===== config.mk =====
export PLATFORM = sky130hd
export DESIGN_NAME = mw_host
export DESIGN_NICKNAME = d
export VERILOG_FILES = /design/src/rtl/mw_pkg.sv /design/src/rtl/mw_frame_build.sv /design/src/rtl/mw_bit_shift.sv /design/src/rtl/mw_host.sv
export SDC_FILE = /design/constraint.sdc
export NUM_CORES = 1
export LEC_CHECK = 0
export ABC_CLOCK_PERIOD_IN_PS = 5000
export CORE_ASPECT_RATIO = 0.7
export CORE_MARGIN = 2
export CORE_UTILIZATION = 60
export CTS_BUF_LIST = sky130_fd_sc_hd__clkbuf_4
export CTS_CLUSTER_SIZE = 40
export DETAILED_ROUTE_END_ITERATION = 10
export PLACE_DENSITY_LB_ADDON = 0.12
export SLEW_MARGIN = 20
export SYNTH_ARGS = -nofsm -noshare
export SYNTH_HDL_FRONTEND = slang
export SYNTH_SLANG_ARGS = --single-unit
export TNS_END_PERCENT = 5

===== constraint.sdc =====
create_clock -name clk -period 5 [get_ports clk]
set_input_delay 0.75 -clock clk [delete_from_list [all_inputs] [get_ports clk]]
set_output_delay 0.75 -clock clk [all_outputs]
set_load 0.05 [all_outputs]

===== src/rtl/mw_pkg.sv =====
package mw_pkg;

    localparam int WORD_W = 16;
    localparam int HDR_W  = 3;

    typedef enum logic [2:0] {
        MW_READ      = 3'd0,
        MW_WRITE     = 3'd1,
        MW_ERASE     = 3'd2,
        MW_WREN      = 3'd3,
        MW_WRDIS     = 3'd4,
        MW_ERASE_ALL = 3'd5,
        MW_WRITE_ALL = 3'd6
    } mw_cmd_e;

    typedef enum logic [2:0] {
        ST_IDLE, ST_LOW, ST_HIGH, ST_GAP, ST_POLL, ST_REST
    } mw_state_e;

    function automatic logic [1:0] op_of(mw_cmd_e c);
        case (c)
            MW_READ:  return 2'b10;
            MW_WRITE: return 2'b01;
            MW_ERASE: return 2'b11;
            default:  return 2'b00;
        endcase
    endfunction

    function automatic logic [1:0] sub_of(mw_cmd_e c);
        case (c)
            MW_WREN:      return 2'b11;
            MW_ERASE_ALL: return 2'b10;
            MW_WRITE_ALL: return 2'b01;
            default:      return 2'b00;
        endcase
    endfunction

    function automatic logic carries_data(mw_cmd_e c);
        return (c == MW_WRITE) || (c == MW_WRITE_ALL);
    endfunction

    function automatic logic is_prog(mw_cmd_e c);
        return (c == MW_WRITE) || (c == MW_ERASE) ||
               (c == MW_ERASE_ALL) || (c == MW_WRITE_ALL);
    endfunction

endpackage


===== src/rtl/mw_frame_build.sv =====
module mw_frame_build
    import mw_pkg::*;
#(
    parameter int AW = 7,
    localparam int FW = HDR_W + AW + WORD_W - 1,
    localparam int CW = $clog2(FW + 2)
) (
    input  mw_cmd_e            cmd,
    input  logic [AW-1:0]      addr,
    input  logic [WORD_W-1:0]  wdata,
    input  logic               wide,
    output logic [FW-1:0]      frame,
    output logic [CW-1:0]      nbits
);
    logic [HDR_W-1:0]  hdr;
    logic [WORD_W-1:0] dat;
    logic [AW-1:0]     a_n;
    logic [AW-2:0]     a_w;
    logic [CW-1:0]     dlen, alen, tail;
    logic              spec;

    always_comb begin
        hdr  = {1'b1, op_of(cmd)};
        spec = (op_of(cmd) == 2'b00);
        dat  = carries_data(cmd) ? wdata : '0;
        a_n  = spec ? {sub_of(cmd), {(AW-2){1'b0}}} : addr;
        a_w  = spec ? {sub_of(cmd), {(AW-3){1'b0}}} : addr[AW-2:0];
        dlen = wide ? CW'(WORD_W) : CW'(WORD_W / 2);
        alen = wide ? CW'(AW - 1) : CW'(AW);
        if (wide) frame = {hdr, a_w, dat};
        else      frame = {hdr, a_n, dat[WORD_W/2-1:0], {(WORD_W/2-1){1'b0}}};
        if (carries_data(cmd))    tail = dlen;
        else if (cmd == MW_READ)  tail = dlen + CW'(1);
        else                      tail = '0;
        nbits = CW'(HDR_W) + alen + tail;
    end
endmodule


===== src/rtl/mw_bit_shift.sv =====
module mw_bit_shift
    import mw_pkg::*;
#(
    parameter int FW = 25
) (
    input  logic              clk,
    input  logic              rst,
    input  logic              load,
    input  logic [FW-1:0]     frame_in,
    input  logic              shift_en,
    input  logic              sample_en,
    input  logic              din,
    output logic              msb,
    output logic [WORD_W-1:0] cap
);
    logic [FW-1:0] tx_q;

    always_ff @(posedge clk) begin
        if (rst) begin
            tx_q <= '0;
            cap  <= '0;
        end else begin
            if (load)          tx_q <= frame_in;
            else if (shift_en) tx_q <= {tx_q[FW-2:0], 1'b0};
            if (sample_en)     cap  <= {cap[WORD_W-2:0], din};
        end
    end

    assign msb = tx_q[FW-1];
endmodule


===== src/rtl/mw_host.sv =====
module mw_host
    import mw_pkg::*;
#(
    parameter int ADDR_BITS    = 7,
    parameter int HALF_CYC     = 25,
    parameter int CS_LOW_CYC   = 25,
    parameter int BUSY_TMO_CYC = 1000000
) (
    input  logic                 clk,
    input  logic                 rst,
    input  logic                 req_valid,
    input  logic [2:0]           req_cmd,
    input  logic [ADDR_BITS-1:0] req_addr,
    input  logic [15:0]          req_wdata,
    input  logic                 req_wide,
    output logic                 idle,
    output logic                 done,
    output logic                 timeout_err,
    output logic [15:0]          rd_data,
    output logic                 cs_o,
    output logic                 sk_o,
    output logic                 di_o,
    input  logic                 do_i
);
    localparam int FW      = HDR_W + ADDR_BITS + WORD_W - 1;
    localparam int CW      = $clog2(FW + 2);
    localparam int CNT_MAX = (HALF_CYC > CS_LOW_CYC) ? HALF_CYC : CS_LOW_CYC;
    localparam int NW      = $clog2(CNT_MAX + 1);
    localparam int TW      = $clog2(BUSY_TMO_CYC + 1);
    localparam int RW      = NW + 1;
    localparam logic [NW-1:0] HALF_M1 = NW'(HALF_CYC - 1);
    localparam logic [NW-1:0] CSL_M1  = NW'(CS_LOW_CYC - 1);
    localparam logic [TW-1:0] TMO_M1  = TW'(BUSY_TMO_CYC - 1);

    mw_state_e         state;
    mw_cmd_e           cmd;
    logic [FW-1:0]     frame;
    logic [CW-1:0]     nbits, bits_q;
    logic [NW-1:0]     cnt_q;
    logic [TW-1:0]     tmo_q;
    logic              cs_q, sk_q, done_q, err_q, prog_q, rd_q, wide_q;
    logic [15:0]       rdata_q;
    logic              load, shift_en, sample_en, msb;
    logic [WORD_W-1:0] cap;

    assign cmd       = mw_cmd_e'(req_cmd);
    assign load      = (state == ST_IDLE) && req_valid;
    assign sample_en = (state == ST_LOW) && (cnt_q == '0);
    assign shift_en  = (state == ST_HIGH) && (cnt_q == '0) && (bits_q != CW'(1));

    mw_frame_build #(.AW(ADDR_BITS)) u_frame (
        .cmd(cmd), .addr(req_addr), .wdata(req_wdata), .wide(req_wide),
        .frame(frame), .nbits(nbits)
    );

    mw_bit_shift #(.FW(FW)) u_shift (
        .clk(clk), .rst(rst), .load(load), .frame_in(frame),
        .shift_en(shift_en), .sample_en(sample_en), .din(do_i),
        .msb(msb), .cap(cap)
    );

    always_ff @(posedge clk) begin
        if (rst) begin
            state   <= ST_IDLE;
            cs_q    <= 1'b0;
            sk_q    <= 1'b0;
            done_q  <= 1'b0;
            err_q   <= 1'b0;
            prog_q  <= 1'b0;
            rd_q    <= 1'b0;
            wide_q  <= 1'b0;
            rdata_q <= '0;
            cnt_q   <= '0;
            tmo_q   <= '0;
            bits_q  <= '0;
        end else begin
            done_q <= 1'b0;
            err_q  <= 1'b0;
            case (state)
                ST_IDLE: if (req_valid) begin
                    cs_q   <= 1'b1;
                    sk_q   <= 1'b0;
                    bits_q <= nbits;
                    prog_q <= is_prog(cmd);
                    rd_q   <= (cmd == MW_READ);
                    wide_q <= req_wide;
                    cnt_q  <= HALF_M1;
                    state  <= ST_LOW;
                end
                ST_LOW: if (cnt_q == '0) begin
                    sk_q  <= 1'b1;
                    cnt_q <= HALF_M1;
                    state <= ST_HIGH;
                end else cnt_q <= cnt_q - 1'b1;
                ST_HIGH: if (cnt_q == '0) begin
                    sk_q <= 1'b0;
                    if (bits_q == CW'(1)) begin
                        cs_q  <= 1'b0;
                        cnt_q <= CSL_M1;
                        if (prog_q) state <= ST_GAP;
                        else begin
                            done_q <= 1'b1;
                            if (rd_q) rdata_q <= wide_q ? cap : {8'h00, cap[7:0]};
                            state <= ST_REST;
                        end
                    end else begin
                        bits_q <= bits_q - 1'b1;
                        cnt_q  <= HALF_M1;
                        state  <= ST_LOW;
                    end
                end else cnt_q <= cnt_q - 1'b1;
                ST_GAP: if (cnt_q == '0) begin
                    cs_q  <= 1'b1;
                    tmo_q <= '0;
                    state <= ST_POLL;
                end else cnt_q <= cnt_q - 1'b1;
                ST_POLL: if (do_i || tmo_q == TMO_M1) begin
                    cs_q   <= 1'b0;
                    done_q <= 1'b1;
                    err_q  <= !do_i;
                    cnt_q  <= CSL_M1;
                    state  <= ST_REST;
                end else tmo_q <= tmo_q + 1'b1;
                ST_REST: if (cnt_q == '0) state <= ST_IDLE;
                         else cnt_q <= cnt_q - 1'b1;
                default: state <= ST_IDLE;
            endcase
        end
    end

    assign idle        = (state == ST_IDLE);
    assign done        = done_q;
    assign timeout_err = err_q;
    assign rd_data     = rdata_q;
    assign cs_o        = cs_q;
    assign sk_o        = sk_q;
    assign di_o        = cs_q & msb;

    // Run-length counters that observe the pins for the timing properties
    logic [RW-1:0] hi_run, lo_run;
    always_ff @(posedge clk) begin
        if (rst) begin
            hi_run <= '0;
            lo_run <= RW'(CS_LOW_CYC);
        end else begin
            if (!sk_q) hi_run <= '0;
            else if (hi_run != '1) hi_run <= hi_run + 1'b1;
            if (cs_q) lo_run <= '0;
            else if (lo_run != '1) lo_run <= lo_run + 1'b1;
        end
    end

    assert_sk_quiet_R4: assert property (@(posedge clk) disable iff (rst)
        !cs_q |-> !sk_q);
    assert_sk_high_width_R4: assert property (@(posedge clk) disable iff (rst)
        $fell(sk_q) |-> hi_run >= RW'(HALF_CYC));
    assert_di_steady_R5: assert property (@(posedge clk) disable iff (rst)
        (sk_q && $past(sk_q)) |-> $stable(di_o));
    assert_cs_gap_R7: assert property (@(posedge clk) disable iff (rst)
        $rose(cs_q) |-> lo_run >= RW'(CS_LOW_CYC));
    assert_err_with_done_R9: assert property (@(posedge clk) disable iff (rst)
        err_q |-> done_q);
    assert_done_pulse_R10: assert property (@(posedge clk) disable iff (rst)
        done_q |=> !done_q);
    assert_busy_no_accept_R10: assert property (@(posedge clk) disable iff (rst)
        (!idle && req_valid && state == ST_REST) |=> !cs_q);
endmodule


# After elaboration in Yosys (flattened, before gate mapping)
# Index checks and enable logic that the tools add are counted.
dict set report totals {
  register_bits 97
  latchBits 0
  mem_bits_rw 0
  mem_bits_ro 0
  inputBits 31
  n_memories 0
}
dict set report classes {
  addsub 6
  multipliers 0
  div 0
  order_cmp 0
  eq_ne 23
  shifts 0
  muxes 48
  bitwise_logic 4
  reduce_logical 31
}
# operator count
set op_table {}
lappend op_table {{two-way mux 25 bit} 2}
lappend op_table {{two-way mux 5 bit} 10}
lappend op_table {{two-way mux 20 bit} 2}
lappend op_table {{case mux 20 bit (2 select lines)} 1}
lappend op_table {{two-way mux 16 bit} 2}
lappend op_table {{two-way mux 3 bit} 8}
lappend op_table {{two-way mux 22 bit} 1}
lappend op_table {{adder 20 x 1 -> 20 bit (second input constant)} 1}
lappend op_table {{== test 20 bit (second input constant)} 1}
lappend op_table {{case mux 5 bit (4 select lines)} 1}
lappend op_table {{case mux 3 bit (6 select lines)} 1}
lappend op_table {{!= test 2 bit (second input constant)} 7}
lappend op_table {{== test 3 x 2 -> 1 bit (second input constant)} 4}
lappend op_table {{== test 3 bit (second input constant)} 4}
lappend op_table {{two-way mux 1 bit} 12}
lappend op_table {{case mux 2 bit (3 select lines)} 2}
lappend op_table {{AND reduction 4 bit} 3}
lappend op_table {{AND reduction 6 bit} 2}
lappend op_table {{case mux 5 bit (2 select lines)} 1}
lappend op_table {{subtractor 5 x 1 -> 5 bit (second input constant)} 2}
lappend op_table {{nonzero test 4 bit} 2}
lappend op_table {{two-way mux 7 bit} 1}
lappend op_table {{== test 3 x 1 -> 1 bit (second input constant)} 2}
lappend op_table {{zero test 3 bit} 2}
lappend op_table {{24 further kinds} 38}

# Logic depth before layout (Yosys ltp)
# Gate-level depths: netlist of the first run.
dict set report depth {
  word_depth 7
  mapped_depth 9
  mapped_depth_nobuf 7
}

# Modules after synthesis
# Synthesis of the first run repeated with hierarchy kept, for this count alone.
dict set report unflattened {
  cells_unflattened 607
  hier_area_um2 5220.0
}
# mod instances cells_per_inst area_per_inst_um2 seq_area_each_um2
set by_module_without_submodules {}
lappend by_module_without_submodules {mw_host 1 375 2929.1 1121.1}
lappend by_module_without_submodules {mw_bit_shift 1 163 1776.7 820.8}
lappend by_module_without_submodules {mw_frame_build 1 69 514.2 0.0}

# Worst setup path after synthesis of the first run
# No wires, ideal clock.
dict set report synth_path {
  kind {register to register}
  start {reg state[0]}
  end {reg bits_q[1]}
  arrival_ps 2703
  required_time_ps 4930
  setup_slack_ps 2227
  path_stages_with_launch 9
  n_path_buf 3
  period_less_slack_ps 2773
  path_cell_list {dfxtp_1 buf_2 nor3_1 nand2_1 clkbuf_1 nand2_1 clkbuf_1 nand3_1 a21oi_1}
}
dict set report synth_via {
  elab_chain_len 3
  elab_cells_between_ends 8
  classes_between {eq/ne: 4; mux: 1; reduce/logical: 3}
}
# item line
set synth_rtl {}
lappend synth_rtl {{start: declaration} mw_host.sv:35} ;# mw_state_e state;
lappend synth_rtl {{start signal: assignment} mw_host.sv:64} ;# state <= ST_IDLE;
lappend synth_rtl {{start signal: assignment} mw_host.sv:88} ;# state <= ST_LOW;
lappend synth_rtl {{start signal: assignment} mw_host.sv:93} ;# state <= ST_HIGH;
lappend synth_rtl {{zero test 3 bit *} --}
lappend synth_rtl {{net idle} mw_host.sv:16} ;# output logic idle,
lappend synth_rtl {{!= test 2 bit (no source line) or nonzero test 2 bit (tied branches)} --}
lappend synth_rtl {{AND reduction 4 bit (no source line)} --}
lappend synth_rtl {{end signal: assignment} mw_host.sv:83} ;# bits_q <= nbits;
lappend synth_rtl {{end signal: assignment} mw_host.sv:107} ;# bits_q <= bits_q - 1'b1;
lappend synth_rtl {{end: declaration} mw_host.sv:38} ;# logic [CW-1:0] nbits, bits_q;
# Mark *: on every way through the listed nets, which the timed path passes. The rest lies on a longest branch.
# A chain may end at the register's enable or synchronous reset.

# Worst setup path after layout of the first run
dict set report layout_path {
  start {reg state[2]}
  end {out idle}
}
dict set report layout_via {
  elab_chain_len 1
}
# item line
set layout_rtl {}
lappend layout_rtl {{zero test 3 bit} mw_host.sv:131} ;# assign idle = (state == ST_IDLE);
lappend layout_rtl {{end: declaration} mw_host.sv:16}
# No other way between the ends.

==> flow_metrics.py, run 1 <==
metrics = {
    "clock_network": {
        "cts_buffer_depth": 2,
        "ctsResizeCount": 0,
        "insertion_delay_ps": 470,
        "clk_pin_slew_worst_paths_ps": 170,
        "cts.sinks": 97,
        "cts_setup_buffers": 0,
        "cts-hold-fix-buffers": 0,
        "root_buffer": "clkbuf_4",
        "htree_levels": 3,
        "cts_buffers": 9,
        "cts_tree": "done",
    },
    "sta": {
        "slew_headroom_pct": 30.7,
        "period_share_pct": 59.1,
        "min_period_ps": 2950,
        "slew_violations": 0,
        "finalClockSkew_ps": 18.7,
        "rsz0062_at_grt": "false",
        "setup_tns_ps": 0,
        "max_freq_mhz": 339,
        "setup_viol": 0,
        "finalHoldViolCount": 0,
        "tightest_slew_ps": 1030,
    },
    "synth": {
        "ys_seq_elements": 97,
        "synth_edf_count": 0,
        "avgSynthCellArea_um2": 8.07,
        "yosys.area.top_type": "dfxtp_1",
        "yosysWarnings": 0,
        "synth_top_area_share_pct": 41.8,
        "async_flop_share_pct": 0,
        "synth_area_um2": 4650,
        "synth_cell_types": 63,
        "yosysSeqAreaShare_pct": 41.8,
        "syn_inst": 576,
        "ys.flop_type": "dfxtp_1",
        "synth_nets": 612,
        "synth.area.top_cells": "dfxtp_1 (42%), nand2_1 (9.0%), a21oi_1 (6.7%)",
    },
    "place": {
        "place.port_buffers": 52,
        "gp_congestion": 0.855,
        "hpwlAfterDp_um": 7250,
    },
    "floorplan": {
        "fp.dieW_um": 109,
        "ioPinCount": 53,
        "num_rows": 26,
        "start_util_pct": 62.9,
        "die_area_um2": 8470,
        "die_h_um": 77.6,
        "core_area_um2": 7380,
    },
    "setup_path": {
        "timing.rr.start": "state[1]",
        "crit_path_end": "idle",
        "ff2ff_setup_slack_ps": 2060,
        "r2r_end": "bits_q[3]",
        "required_ps": 4250,
        "cp-start-kind": "flip-flop",
        "cp_data_arrival_time_ps": 2200,
        "r2r_cells": 6,
        "crit_start": "state[2]",
        "setup.worst_path.end_class": "primary output",
        "crit_path_max_fanout": 19,
        "worstSetupPathType": "flip-flop to primary output",
    },
    "route": {
        "vias_per_cell": 6.06,
        "ant_nets": 0,
        "routedWlPerCell_um": 15.0,
        "routed_wl_um": 10600,
        "first_pass_iters": 5,
        "drtIter0Drc": 255,
        "routed-via-count": 4294,
        "drc_errors": 0,
    },
    "global_route": {
        "grt_first_pass_wirelength_um": 17700,
        "grt_remaining_overflow": 0,
        "track_usage_pct": 26.0,
        "grt_antenna_before_repair": 0,
        "first_global_vias": 3803,
        "grt_max_degree": 80,
    },
    "power": {
        "ir_drop_v": 0.000384,
        "power_density_nw_per_um2": 418,
        "power.leakage_nw": 1.76,
        "p_total_mw": 2.22,
    },
    "layout": {
        "syn_to_final_growth_pct": 14.1,
        "fin_nets": 641,
        "n_antenna_cell": 0,
        "drive_above_1_share_pct": 7.38,
    },
    "hold_path": {
        "hold_path.class": "flip-flop to flip-flop",
    },
    "flow_run": {
        "cap_violations": 0,
    },
    "outcome": {
        "status": "completed",
    },
}
-- synth_stat cells, types with 3 or more instances --
cell / number
o31ai_1: 3
clkbuf_1: 26
a2111oi_0: 3
nand2_1: 112
xnor2_1: 7
xor2_1: 8
nand4_1: 6
and2_1: 3
a21oi_1: 62
nor2_1: 51
nand2b_1: 4
nor3_1: 21
or3_1: 8
buf_2: 7
o22ai_1: 3
a221oi_1: 14
o211ai_1: 4
buf_4: 3
nor4_1: 4
mux2_2: 12
and4_1: 3
o21ai_0: 15
and3_1: 4
ha_1: 5
nand3_1: 22
a311oi_1: 9
dfxtp_1: 97
o2111ai_1: 3
o21a_1: 3
inv_1: 11
-- worst max-delay path, stage by stage, from the launching register on --
cell	delay [ps]
dfxtp_1	550
nor3_1	330
clkdlybuf4s50_1	860
-- state kept, by name, summed over array words and instances, names as in the netlist --
signal        count
u_shift.tx_q     25
bits_q            5
prog_q            1
timeout_err       1
rd_q              1
state             3
rd_data          16
cs_o              1
wide_q            1
tmo_q            20
done              1
sk_o              1
u_shift.cap      16
cnt_q             5
-- per-stage QoR --
step | std cells | hold slack (ps) | area (um^2) | setup slack (ps) | utilization (%)
after floorplan | 576 | 437 | 4650 | 2230 | -
after global placement | 692 | 439 | 5150 | 2210 | 69.7
after detailed placement | 692 | 446 | 5150 | 2150 | 69.7
after CTS | 708 | 465 | 5300 | 2030 | 71.8
after global routing | 708 | 483 | 5300 | 1930 | 71.8
final | 708 | 462 | 5300 | 2050 | 71.8
-- worst min path at each step --
stage                    startpoint              end  slack (ps)  cells past startpoint
finish                  rd_data[15]      rd_data[15]         460                      2
detailed placement      rd_data[15]      rd_data[15]         450                      2
global route             rd_data[4]       rd_data[4]         480                      2
CTS                     rd_data[15]      rd_data[15]         460                      2
floorplan           u_shift.cap[15]  u_shift.cap[15]         440                      2
global placement        rd_data[14]      rd_data[14]         440                      2
-- cell type report --
class                           count  area [um^2]
Clock buffer                        9         67.6
Clock inverter                      7         85.1
Fill cell                         602         2080
Inverter                           11         41.3
Multi-Input combinational cell    430         2500
Sequential cell                    97         1940
Tap cell                           98          123
Timing Repair Buffer               56          546
-- metal layers --
layer / global-route usage, % / vias to the layer above / wire, um
met4: 6.96 / 0 / 123
met2: 38.3 / 126 / 4560
met1: 38.0 / 2040 / 5310
met3: 6.13 / 11 / 610
li1: - / 2117 / -
met5: 0 / - / 0
-- power by group --
group	leakage [nW]	total (mW)	internal (mW)	switching [mW]
Sequential	0.789	0.995	0.882	0.113
Clock	0.0770	0.449	0.163	0.286
Combinational	0.890	0.775	0.292	0.482
Total	1.76	2.22	1.34	0.882
-- cells in the final DEF, fill, tap and decap left out, types with 11 or more instances in the layout --
cell,count
a221oi_1,14
nand2_1,112
clkdlybuf4s50_1,51
a21oi_1,62
inv_1,11
mux2_2,12
nor2_1,51
nor3_1,21
dfxtp_1,97
o21ai_0,15
nand3_1,22
-- kinds of logic (layout without fill, tap and decap cells) --
logic type	Yosys count	after routing	synth area share, %
and+or+nand+nor	259	259	26.9
AOI/OAI and AO/OA	137	137	19.4
DFF	97	97	41.8
buffers and inverters	49	83	4.42
xor gates and xnor gates	15	15	2.83
muxes	14	14	3.34
adders and majority gates	5	5	1.35
Note: power is estimated with default switching activity, not from simulation.
==> run 2, diff against run 1 <==
--- a/config.mk
+++ b/config.mk
@@ -5,10 +5,10 @@
 export SDC_FILE = /design/constraint.sdc
 export NUM_CORES = 1
 export LEC_CHECK = 0
-export ABC_CLOCK_PERIOD_IN_PS = 5000
+export ABC_CLOCK_PERIOD_IN_PS = 2500
 export CORE_ASPECT_RATIO = 0.7
 export CORE_MARGIN = 2
-export CORE_UTILIZATION = 60
+export CORE_UTILIZATION = 53
 export CTS_BUF_LIST = sky130_fd_sc_hd__clkbuf_4
 export CTS_CLUSTER_SIZE = 40
 export DETAILED_ROUTE_END_ITERATION = 10
==> constraint.sdc (replaced) <==
create_clock -name clk -period 2.5 [get_ports clk]
set_input_delay 0.375 -clock clk [delete_from_list [all_inputs] [get_ports clk]]
set_output_delay 0.375 -clock clk [all_outputs]
set_load 0.05 [all_outputs]
==> run 2 against run 1 <==
Worst hold slack worse by 170 ps. Clock-buffer cell count unchanged. Core utilization is 7.6 points lower. Sequential share of layout area shrank 0.96 points. Die area is 13% higher. First-iteration DRC count is 61% higher. Clock power grew 67%. Flip-flop and latch count unchanged. Combinational power is 120% higher. Routed wire length is 2.9% higher. Worst setup slack got worse by 1800 ps. Register-to-register slack got worse by 1800 ps. Highest routed layer unchanged.
==> flow_metrics.py, run 2 (synthesis gave the netlist of run 1 again) <==
metrics = {
    "place": {
        "dp.cells": 733,
        "gp_congestion": 0.848,
        "place.port_buffers": 52,
        "hpwlAfterDp_um": 7790,
    },
    "power": {
        "ir_drop_v": 0.000714,
        "power_density_nw_per_um2": 807,
        "power.leakage_nw": 1.84,
    },
    "setup_path": {
        "setup.worst_path.end_class": "flip-flop",
        "worstSetupPathType": "flip-flop to flip-flop",
        "required_ps": 2880,
        "cp-start-kind": "flip-flop",
        "crit_path_max_fanout": 12,
        "cp_data_arrival_time_ps": 2650,
    },
    "sta": {
        "tightest_slew_ps": 794,
        "setup_viol": 0,
        "finalClockSkew_ps": 10.4,
        "rsz0062_at_grt": "false",
        "period_share_pct": 90.9,
        "finalHoldViolCount": 0,
        "slew_violations": 0,
        "setup_tns_ps": 0,
        "max_freq_mhz": 440,
        "slew_headroom_pct": 47.1,
        "min_period_ps": 2270,
    },
    "layout": {
        "largest-register": "u_shift.tx_q",
        "most-common-layout-cells": "nand2_1 (112), dfxtp_1 (97), a21oi_1 (62)",
        "fillers": 781,
        "syn_to_final_growth_pct": 17.2,
        "largest_reg_flops": 25,
        "fin_cells": 749,
        "fin_nets": 660,
        "biggestRegsByFlops": "u_shift.tx_q: 25 flops, tmo_q: 20 flops",
        "n_antenna_cell": 0,
        "final_common_cell": "nand2_1",
        "drive_above_1_share_pct": 10.0,
    },
    "global_route": {
        "grt_first_pass_wirelength_um": 18500,
        "grt_remaining_overflow": 0,
        "grt_antenna_before_repair": 0,
        "grt_max_degree": 79,
        "first_global_vias": 3974,
        "track_usage_pct": 24.4,
    },
    "floorplan": {
        "die_h_um": 82.3,
        "fp.dieW_um": 116,
        "ioPinCount": 53,
        "num_rows": 28,
        "die_area_um2": 9540,
        "core_area_um2": 8480,
        "start_util_pct": 54.8,
    },
    "outcome": {
        "status": "completed",
    },
    "clock_network": {
        "ctsResizeCount": 1,
        "cts.sinks": 97,
        "clk_pin_slew_worst_paths_ps": 150,
        "cts_buffers": 9,
        "cts_tree": "done",
        "cts_setup_buffers": 0,
        "root_buffer": "clkbuf_4",
        "htree_levels": 3,
        "cts-hold-fix-buffers": 0,
        "cts_buffer_depth": 2,
        "insertion_delay_ps": 460,
    },
    "hold_path": {
        "hold_path.class": "input pin to flip-flop",
    },
    "route": {
        "vias_per_cell": 5.85,
        "ant_nets": 0,
        "routed-via-count": 4379,
        "drc_errors": 0,
        "drtIter0Drc": 410,
        "first_pass_iters": 5,
        "routed_wl_um": 10900,
        "routedWlPerCell_um": 14.6,
    },
    "flow_run": {
        "cap_violations": 0,
    },
}
[run 2: cell types whose count changed in the layout (fill, tap and decap cells not counted), sizes merged]
cell,previous run,this run
inv,15,13
clkinvlp,2,0
clkdlybuf4s50,51,50
clkinv,0,5
dlygate4sd2,0,1
bufinv,1,0
buf,5,24
[run 2: stage by stage]
| step | total power, mW | setup slack (ps) | utilization (%) | instance area [um^2] | hold slack [ps] |
|---|---|---|---|---|---|
| after floorplan | 3.19 | 203 | - | 4650 | 437 |
| after global placement | 3.61 | 276 | 62.8 | 5330 | 440 |
| after detailed placement | 3.65 | 217 | 62.8 | 5330 | 445 |
| after CTS | 4.39 | 240 | 64.2 | 5450 | 268 |
| after global routing | 4.70 | 8.47 | 64.2 | 5450 | 269 |
| final | 4.39 | 226 | 64.2 | 5450 | 296 |
[run 2: area by class of cell]
class / count / area, um^2 / share of cell area [%]
well taps: 120 / 150 / 2.76
flip-flops and latches: 97 / 1940 / 35.7
clock buffers: 9 / 67.6 / 1.24
inverters: 11 / 41.3 / 0.758
repair buffers: 75 / 687 / 12.6
multi-input cells: 430 / 2500 / 46.0
clock inverters: 7 / 53.8 / 0.988
[run 2: critical path, stage by stage (launching register included)]
cell and delay (ps):
dfxtp_1 340, inv_1 90, ha_1 230, nor4b_2 370
buf_4 260, nand3_1 110, nand2_1 350, o21ai_0 160
a221oi_1 300
[run 2: path summary, 6_finish.rpt]
check | from | to | slack, ps | depth (start not counted)
setup / recovery | cnt_q[0] | bits_q[3] | 230 | 8
hold / removal | rst | cs_o | 300 | 3
setup reg to reg | cnt_q[0] | bits_q[3] | 230 | 8
hold reg to reg | rd_data[15] | rd_data[15] | 460 | 2
[run 2: power breakdown]
part	internal [mW]	switching, mW	leakage (nW)
registers	1.76	0.183	0.789
logic	0.665	1.03	0.984
clock network	0.214	0.538	0.0675
[run 2: routing by layer]
metal | up-vias | wire (um) | track usage, %
li1 | 2156 | - | -
met1 | 2042 | 5190 | 34.3
met2 | 172 | 4740 | 37.7
met3 | 9 | 877 | 6.79
met4 | 0 | 95 | 5.12
met5 | - | 0 | 0
